## config.mk

```make
export PLATFORM = sky130hd
export DESIGN_NAME = casc_itimer
export DESIGN_NICKNAME = d
export VERILOG_FILES = /design/src/rtl/casc_itimer_pkg.sv /design/src/rtl/casc_itimer_chan.sv /design/src/rtl/casc_itimer_regs.sv /design/src/rtl/casc_itimer.sv
export SDC_FILE = /design/constraint.sdc
export NUM_CORES = 1
export LEC_CHECK = 0
export BUFFER_PORTS_ARGS = -buffer_cell sky130_fd_sc_hd__buf_2
export CAP_MARGIN = 15
export CORE_ASPECT_RATIO = 1.2
export CORE_MARGIN = 3
export CORE_UTILIZATION = 35
export CTS_BUF_LIST = sky130_fd_sc_hd__clkbuf_4 sky130_fd_sc_hd__clkbuf_8
export CTS_CLUSTER_DIAMETER = 30
export CTS_CLUSTER_SIZE = 12
export DETAILED_ROUTE_END_ITERATION = 10
export PLACE_DENSITY = 0.51
export SYNTH_ARGS = -nofsm -noshare
export SYNTH_HDL_FRONTEND = slang
export SYNTH_SLANG_ARGS = --single-unit
```

## constraint.sdc

```tcl
create_clock -name clk_i -period 2.02 [get_ports clk_i]
set_input_delay 0.404 -clock clk_i [delete_from_list [all_inputs] [get_ports clk_i]]
set_output_delay 0.404 -clock clk_i [all_outputs]
set_load 0.005 [all_outputs]
```

## src/rtl/casc_itimer_pkg.sv

```systemverilog
package casc_itimer_pkg;
  localparam int unsigned CNT_W_DEF = 8;
  localparam int unsigned NUM_SRC_DEF = 4;
  localparam int unsigned CASC_BIT = 4;
  localparam int unsigned ADDR_W = 3;

  typedef enum logic [1:0] {
    FLD_MODE = 2'd0,
    FLD_CMP  = 2'd1,
    FLD_EN   = 2'd2,
    FLD_CNT  = 2'd3
  } fld_e;

  typedef struct packed {
    logic clr;
    logic inc;
    logic hit;
  } step_t;
endpackage

```

## src/rtl/casc_itimer_chan.sv

```systemverilog
module casc_itimer_chan
  import casc_itimer_pkg::*;
#(
  parameter int unsigned W = CNT_W_DEF
) (
  input  logic         clk_i,
  input  logic         rst_ni,
  input  step_t        step_i,
  output logic [W-1:0] cnt_o,
  output logic         irq_o
);
  always_ff @(posedge clk_i or negedge rst_ni) begin
    if (!rst_ni) begin
      cnt_o <= '0;
      irq_o <= 1'b0;
    end else begin
      irq_o <= step_i.hit;
      if (step_i.clr)      cnt_o <= '0;
      else if (step_i.inc) cnt_o <= cnt_o + W'(1);
    end
  end
endmodule

```

## src/rtl/casc_itimer_regs.sv

```systemverilog
module casc_itimer_regs
  import casc_itimer_pkg::*;
#(
  parameter int unsigned W = CNT_W_DEF
) (
  input  logic                clk_i,
  input  logic                rst_ni,
  input  logic                wr_en_i,
  input  logic [ADDR_W-1:0]   wr_addr_i,
  input  logic [W-1:0]        wr_data_i,
  output logic [1:0][W-1:0]   mode_o,
  output logic [1:0][W-1:0]   cmp_o,
  output logic [1:0]          en_o,
  output logic [1:0]          en_set_o
);
  fld_e fld;
  assign fld = fld_e'(wr_addr_i[1:0]);

  for (genvar g = 0; g < 2; g++) begin : g_ch
    logic sel;
    assign sel = wr_en_i && (wr_addr_i[2] == 1'(g));
    // rising enable write restarts the count from zero
    assign en_set_o[g] = sel && (fld == FLD_EN) && wr_data_i[0] && !en_o[g];

    always_ff @(posedge clk_i or negedge rst_ni) begin
      if (!rst_ni) begin
        mode_o[g] <= '0;
        cmp_o[g]  <= '0;
        en_o[g]   <= 1'b0;
      end else if (sel) begin
        case (fld)
          FLD_MODE: mode_o[g] <= wr_data_i;
          FLD_CMP:  if (!en_o[g]) cmp_o[g] <= wr_data_i;
          FLD_EN:   en_o[g] <= wr_data_i[0];
          default:  ;
        endcase
      end
    end
  end
endmodule

```

## src/rtl/casc_itimer.sv

```systemverilog
module casc_itimer
  import casc_itimer_pkg::*;
#(
  parameter int unsigned CNT_W   = CNT_W_DEF,
  parameter int unsigned NUM_SRC = NUM_SRC_DEF
) (
  input  logic                clk_i,
  input  logic                rst_ni,
  input  logic [NUM_SRC-1:0]  tick_i,
  input  logic                wr_en_i,
  input  logic [ADDR_W-1:0]   wr_addr_i,
  input  logic [CNT_W-1:0]    wr_data_i,
  input  logic [ADDR_W-1:0]   rd_addr_i,
  output logic [CNT_W-1:0]    rd_data_o,
  output logic [1:0]          irq_o
);
  localparam int unsigned SEL_W = (NUM_SRC > 1) ? $clog2(NUM_SRC) : 1;

  logic [1:0][CNT_W-1:0] mode_q, cmp_q;
  logic [1:0]            en_q, en_set;
  logic [CNT_W-1:0]      cnt_q [2];
  step_t                 step [2];

  casc_itimer_regs #(.W(CNT_W)) u_regs (
    .clk_i    (clk_i),
    .rst_ni   (rst_ni),
    .wr_en_i  (wr_en_i),
    .wr_addr_i(wr_addr_i),
    .wr_data_i(wr_data_i),
    .mode_o   (mode_q),
    .cmp_o    (cmp_q),
    .en_o     (en_q),
    .en_set_o (en_set)
  );

  logic [SEL_W-1:0] sel0, sel1;
  logic casc, t0, t1, m0, m1, full, lo_top, carry, hi_land;

  assign sel0    = mode_q[0][SEL_W-1:0];
  assign sel1    = mode_q[1][SEL_W-1:0];
  assign casc    = mode_q[1][CASC_BIT];
  assign t0      = en_q[0] && tick_i[sel0];
  assign t1      = en_q[1] && tick_i[sel1];
  assign m0      = (cnt_q[0] == cmp_q[0]);
  assign m1      = (cnt_q[1] == cmp_q[1]);
  assign full    = m0 && m1;
  assign lo_top  = &cnt_q[0];
  // full match wins over the low-byte carry
  assign carry   = t0 && !full && lo_top && en_q[1];
  assign hi_land = ((cnt_q[1] + CNT_W'(1)) == cmp_q[1]);

  always_comb begin
    if (casc) begin
      step[0].clr = en_set[0] || (t0 && full);
      step[0].inc = t0 && !full;
      step[0].hit = t0 && full;
      step[1].clr = en_set[1] || en_set[0] || (t0 && full);
      step[1].inc = carry;
      step[1].hit = carry && hi_land;
    end else begin
      step[0].clr = en_set[0] || (t0 && m0);
      step[0].inc = t0 && !m0;
      step[0].hit = t0 && m0;
      step[1].clr = en_set[1] || (t1 && m1);
      step[1].inc = t1 && !m1;
      step[1].hit = t1 && m1;
    end
  end

  for (genvar g = 0; g < 2; g++) begin : g_chan
    casc_itimer_chan #(.W(CNT_W)) u_chan (
      .clk_i (clk_i),
      .rst_ni(rst_ni),
      .step_i(step[g]),
      .cnt_o (cnt_q[g]),
      .irq_o (irq_o[g])
    );
  end

  always_comb begin
    case (fld_e'(rd_addr_i[1:0]))
      FLD_MODE: rd_data_o = mode_q[rd_addr_i[2]];
      FLD_CMP:  rd_data_o = cmp_q[rd_addr_i[2]];
      FLD_EN:   rd_data_o = CNT_W'(en_q[rd_addr_i[2]]);
      default:  rd_data_o = cnt_q[rd_addr_i[2]];
    endcase
  end
endmodule

```

==> results.cfg, run 1 <==
[run_status]
failed_checks = negative setup slack
run_status = finished with violations

[yosys]
synth_seq_area_share_pct = 42.45
syn_inst = 268
ys_warn_count = 0
ys.flop_type = dfrtp_1
synth_cell_types = 43
ys_seq_elements = 52
avgSynthCellArea_um2 = 11.44
synth_enable_flop_cells = 0
ys_async_sr_fraction_pct = 100.0
syn_nets = 291
syn_area_mm2 = 0.003065

[timing]
rsz0062_at_grt = yes
slew_viol_final = 0
setup_slack_ps = -19.26
fin_crit_sh_pct = 101.0
slew-limit-headroom_pct = 59.92
clock.fmax_mhz = 490.4
setup_viol = 2
skew_ps = 15.61
tightest_slew_ps = 601.2
timing_hold_violations_final = 0
fin_crit_ps = 2039

[route]
routedWlPerCell_um = 17.34
remaining_drc_errors = 0
drtIter0Drc = 131
route.vias.total = 2320
antenna_left = 0
detail_route.vias_per_cell = 5.077
dr.pass1.iters = 4
wl_mm = 7.923

[floorplanning]
dieArea_mm2 = 0.009922
num_rows = 36
die_h_um = 108.5
die_w_um = 91.43
ioPinCount = 31
core_area_mm2 = 0.008333
start_util_pct = 36.79

[cells_and_area]
post-route-cell-area_mm2 = 0.003860
area_delta_synth_final_pct = 25.92
diodes = 0
drive_gt1_share_pct = 35.57
final_net_count = 365

[run]
maxCapViolations = 0

[grt]
gr-total-overflow = 0
grt_pass1_vias = 2363
grt_pass1_wl_mm = 12.92
grt_max_degree = 31
grtUsageTotal_pct = 16.98
antenna_found_initial = 0

[worst_setup_path]
rr_endpoint = g_chan[0].u_chan.cnt_o[0]
crit_start = g_chan[1].u_chan.cnt_o[4]
rrSetupSlack_ps = 120
startpoint_type = flip-flop
critPathKind = reg2out
crit_end = rd_data_o[4]
cp_max_fo = 2
critPathRequiredTime_ps = 1620
cp.arrival_ps = 1640
worstSetupEndpointType = output port
r2r_start = u_regs.cmp_o[15]
r2r_cells = 8

[clock_network]
htreeDepth = 2
root_buffer = clkbuf_8
clkTransAtPathRegs_ps = 100
hold_buffers = 0
cts_num_sinks = 52
clk_path_buf_depth = 2
clk_latency_ps = 310
numCtsBuffers = 5
cts_tree = built

[place]
gp_congestion = 0.8058
port_buffers = 30
dp_hpwl_mm = 5.972
placed_area_mm2 = 0.003585

[power_and_ir_drop]
powerDensity_mw_per_mm2 = 935.9
leakage_nw = 1.723
vdd_drop_max_v = 0.0004033
total_power_mw = 3.613

[min_path]
hold_class = in2async
## worst max-delay path, cell delays in order (launching register included)
cell     delay, ps
dfrtp_1        400
buf_6          130
mux4_2         460
a22o_1         220
buf_2          120
## layout by cell type (no fill, tap or decap), drive strengths merged, types with 5 or more instances in the layout
master  instances
a21oi          11
buf            81
clkbuf          6
dfrtp          52
mux2           39
mux2i          10
mux4            8
nand2          10
nand3           7
nor2           23
nor3            5
nor4            5
o211ai          5
xnor2          13
xor2           20
## logic make-up after synthesis
| family | count (synthesis) | synth area share (%) |
|---|---|---|
| AOI/OAI and AO/OA | 33 | 7.755 |
| xor gates and xnor gates | 33 | 9.429 |
| adders and majority gates | 2 | 0.8162 |
| buffers and inverters | 18 | 2.571 |
| DFF | 52 | 42.45 |
| muxes | 57 | 23.47 |
| and+or+nand+nor | 73 | 13.51 |
## area by class of cell
type / count / area (um^2)
clock buffer: 6 / 76.32
clock inverter: 2 / 16.27
fill: 791 / 4473
inverter: 4 / 15.01
multi-input combinational: 198 / 1729
sequential: 52 / 1310
tap: 114 / 142.6
timing repair buffer: 81 / 570.5
## state kept, by name, summed over array words and instances, names as in the netlist
name,count
u_regs.mode_o,16
g_chan.u_chan.irq_o,2
u_regs.cmp_o,16
g_chan.u_chan.cnt_o,16
u_regs.en_o,2
## report_power, final
part | internal (mW) | total (mW) | leakage [nW] | switching, mW
clock | 0.261 | 0.621 | 0.0448 | 0.360
sequential | 1.30 | 1.53 | 0.641 | 0.238
combinational | 0.793 | 1.46 | 1.04 | 0.665
## Yosys cell counts (all sizes together) (2+ instances only)
cell,instances,area share (%)
a21oi,11,1.8
a22o,4,1.1
a311oi,2,0.57
a31oi,2,0.41
and3,4,0.82
buf,6,1.1
clkbuf,8,0.98
dfrtp,52,42
ha,2,0.82
inv,4,0.49
mux2,39,14
mux2i,10,3.3
mux4,8,5.9
nand2,10,1.2
nand2b,2,0.41
nand3,7,1.1
nand3b,3,0.73
nand4,4,0.82
nor2,23,2.8
nor2b,2,0.41
nor3,5,0.98
nor3b,2,0.49
nor4,5,1.5
nor4b,3,1.5
o211ai,5,1.2
o21ai,2,0.45
o22ai,3,0.82
xnor2,13,3.7
xor2,20,5.7
## per-stage QoR
step           hold WS [ps]  cells  TNS, ps  util [%]  setup WS, ps
2_1_floorplan         108.4    268        0         -         63.11
3_5_place_dp          448.7    435   -823.6     43.02        -143.9
5_1_grt               131.1    457   -253.5     46.32        -101.1
4_1_cts               111.8    454   -79.55     45.65        -37.50
6_report              90.19    457   -31.06     46.32        -19.26
3_3_place_gp          457.7    435   -589.8     43.02        -109.4
## worst min path at each step
stage                       from                        end  slack (ps)  depth (start not counted)
final                     rst_ni     g_chan[1].u_chan.irq_o          90                          1
after global routing      rst_ni  g_chan[0].u_chan.cnt_o[1]         130                          1
after CTS                 rst_ni     g_chan[1].u_chan.irq_o         110                          1
after detailed placement  rst_ni  g_chan[1].u_chan.cnt_o[3]         450                          1
after global placement    rst_ni  g_chan[1].u_chan.cnt_o[3]         460                          1
after floorplan           rst_ni  g_chan[0].u_chan.cnt_o[0]         110                          0
## metal layers
layer / vias up / wire (um) / global-route usage [%]
met4: 0 / 193 / 6.034
met5: - / 0 / 0
met3: 13 / 196 / 2.784
li1: 1126 / - / -
met2: 32 / 3857 / 27.78
met1: 1149 / 3676 / 22.76
## what timing repair did
action / in CTS / in global routing
resized for setup: 15 / 7
hold endpoints to repair: 0 / 0
pin swaps: 3 / 4
setup buffers: 12 / 3
endpoints found under the setup margin: 10 / 20
Note: power is estimated with default switching activity, not from simulation.
==> run 2: changes to the inputs <==
Settings changed: CORE_UTILIZATION 35 to 25, PLACE_DENSITY 0.51 to 0.39.
==> run 2 against run 1 <==
Critical path depth did not move. Sequential cell count did not move. Count of clock-buffer cells in the layout did not move. Clock power rose by 7.1%. The flow still finishes with violations (negative setup slack).
==> results.cfg, run 2 (synthesis gave the netlist of run 1 again) <==
[floorplanning]
num_rows = 43
start_util_pct = 26.02
die_w_um = 107.1
die_h_um = 127.3
dieArea_mm2 = 0.01363
ioPinCount = 31
core_area_mm2 = 0.01178

[place]
dp_hpwl_mm = 6.796
pre_cts_slack_ps = -166.4
port_buffers = 30
gp_congestion = 0.7792

[run_status]
failed_checks = negative setup slack
run_status = finished with violations

[grt]
met3_usage_pct = 1.920
gr-total-overflow = 0
grt_pass1_vias = 2479
use_met1_pct = 18.42
grt_max_degree = 34
grt_pass1_wl_mm = 14.43
antenna_found_initial = 0
grtUsageTotal_pct = 13.92
met2_usage_pct = 23.98
top_usage_layer = met2

[cells_and_area]
nFillCells = 1223
drive_gt1_share_pct = 38.79
diodes = 0
final_net_count = 370
layout_common_cells = buf_4 (47), dfrtp_1 (44), mux2_1 (36), buf_2 (30), nor2_1 (23)
area_delta_synth_final_pct = 30.82
mostFrequentLayoutCell = buf_4
top_regs = g_chan.u_chan.cnt_o x16, u_regs.cmp_o x16, u_regs.mode_o x16

[worst_setup_path]
cp_cell_sequence = buf_6, mux4_2, a22o_1, buf_2
r2r_start = u_regs.cmp_o[11]
critical-path-slowest-cell = mux4_2
rrSetupSlack_ps = 80
critPathRequiredTime_ps = 1620
worstSetupEndpointType = output port
cp.arrival_ps = 1690
startpoint_type = flip-flop
r2r_cells = 9
critPathMaxStageDelay_ps = 460
cp_max_fo = 2
rr_endpoint = g_chan[1].u_chan.cnt_o[7]
critPathKind = reg2out

[timing]
setup_slack_ps = -75.18
hold_slack_ps = 54.75
rsz0062_at_grt = yes
fin_crit_ps = 2095
fin_crit_sh_pct = 103.7
skew_ps = 3.206
timing_hold_violations_final = 0
tightest_slew_ps = 530.6
slew_viol_final = 0
clock.fmax_mhz = 477.3
setup_viol = 4
slew-limit-headroom_pct = 64.62

[min_path]
hold_class = in2async

[clock_network]
htreeDepth = 2
clk_path_buf_depth = 2
cts_num_sinks = 52
cts_tree = built
numCtsBuffers = 5
clkTransAtPathRegs_ps = 100
root_buffer = clkbuf_8
clk_latency_ps = 310

[route]
detail_route.vias_per_cell = 4.697
drtIter0Drc = 130
route.vias.total = 2372
antenna_left = 0
dr.pass1.iters = 4
wl_mm = 9.030
remaining_drc_errors = 0
routedWlPerCell_um = 17.88

[power_and_ir_drop]
total_power_mw = 3.814
vdd_drop_max_v = 0.0003993
leakage_nw = 1.750
powerDensity_mw_per_mm2 = 951.1

[run]
maxCapViolations = 0
[run 2: cell count changes in the layout (fill, tap and decap cells not counted), sizes merged]
cell / before / now
buf: 81 / 86
inv: 4 / 5
clkinvlp: 1 / 0
[run 2: what timing repair did]
| item | 4_1_cts | 5_1_grt |
|---|---|---|
| setup buffers | 13 | 2 |
| resized for setup | 11 | 21 |
| pin swaps | 3 | 12 |
| hold buffers | 0 | 0 |
| endpoints found under the setup margin | 13 | 21 |
[run 2: worst max-delay path by stage]
stage	to	slack, ps	depth (start not counted)	start
floorplan	rd_data_o[0]	60	4	rd_addr_i[2]
global placement	g_chan[0].u_chan.cnt_o[7]	-180	7	u_regs.cmp_o[15]
detailed placement	g_chan[0].u_chan.cnt_o[4]	-170	7	u_regs.cmp_o[15]
CTS	rd_data_o[1]	-80	4	g_chan[1].u_chan.cnt_o[1]
global route	rd_data_o[1]	-120	4	g_chan[1].u_chan.cnt_o[1]
finish	rd_data_o[1]	-80	4	g_chan[1].u_chan.cnt_o[1]
[run 2: power by group]
group          internal, mW  total [mW]  switching, mW
clock network         0.282       0.665          0.383
logic                 0.860        1.61          0.748
registers              1.30        1.54          0.245
total                  2.44        3.81           1.38
[run 2: area by class of cell]
type | instances | area [um^2] | area share, %
multi-input cells | 198 | 1769 | 44.12
flip-flops and latches | 52 | 1311 | 32.70
repair buffers | 86 | 621.8 | 15.51
well taps | 157 | 196.4 | 4.899
clock buffers | 6 | 82.58 | 2.059
inverters | 4 | 15.01 | 0.3744
clock inverters | 2 | 13.76 | 0.3432
[run 2: per-stage QoR]
stage | instances | util [%] | instance area, um^2 | TNS [ps]
floorplan | 268 | - | 3067 | 0
global placement | 482 | 31.24 | 3681 | -1063
detailed placement | 482 | 31.24 | 3681 | -960.0
CTS | 503 | 33.15 | 3906 | -219.4
global route | 505 | 34.03 | 4010 | -454.3
finish | 505 | 34.03 | 4010 | -153.5
[run 2: per-layer routing]
layer  vias up  part of all wire, %
met2        33                   52
met5         -                    0
met4         0                 0.92
met3         4                  2.5
met1      1204                   45
li1       1131                    -
[run 2: worst max-delay path, delay by kind of cell, from the launching register on]
family / cells / cell delay, ps
mux: 1 / 460
flops: 1 / 420
buf+inv: 2 / 270
compound gates: 1 / 230
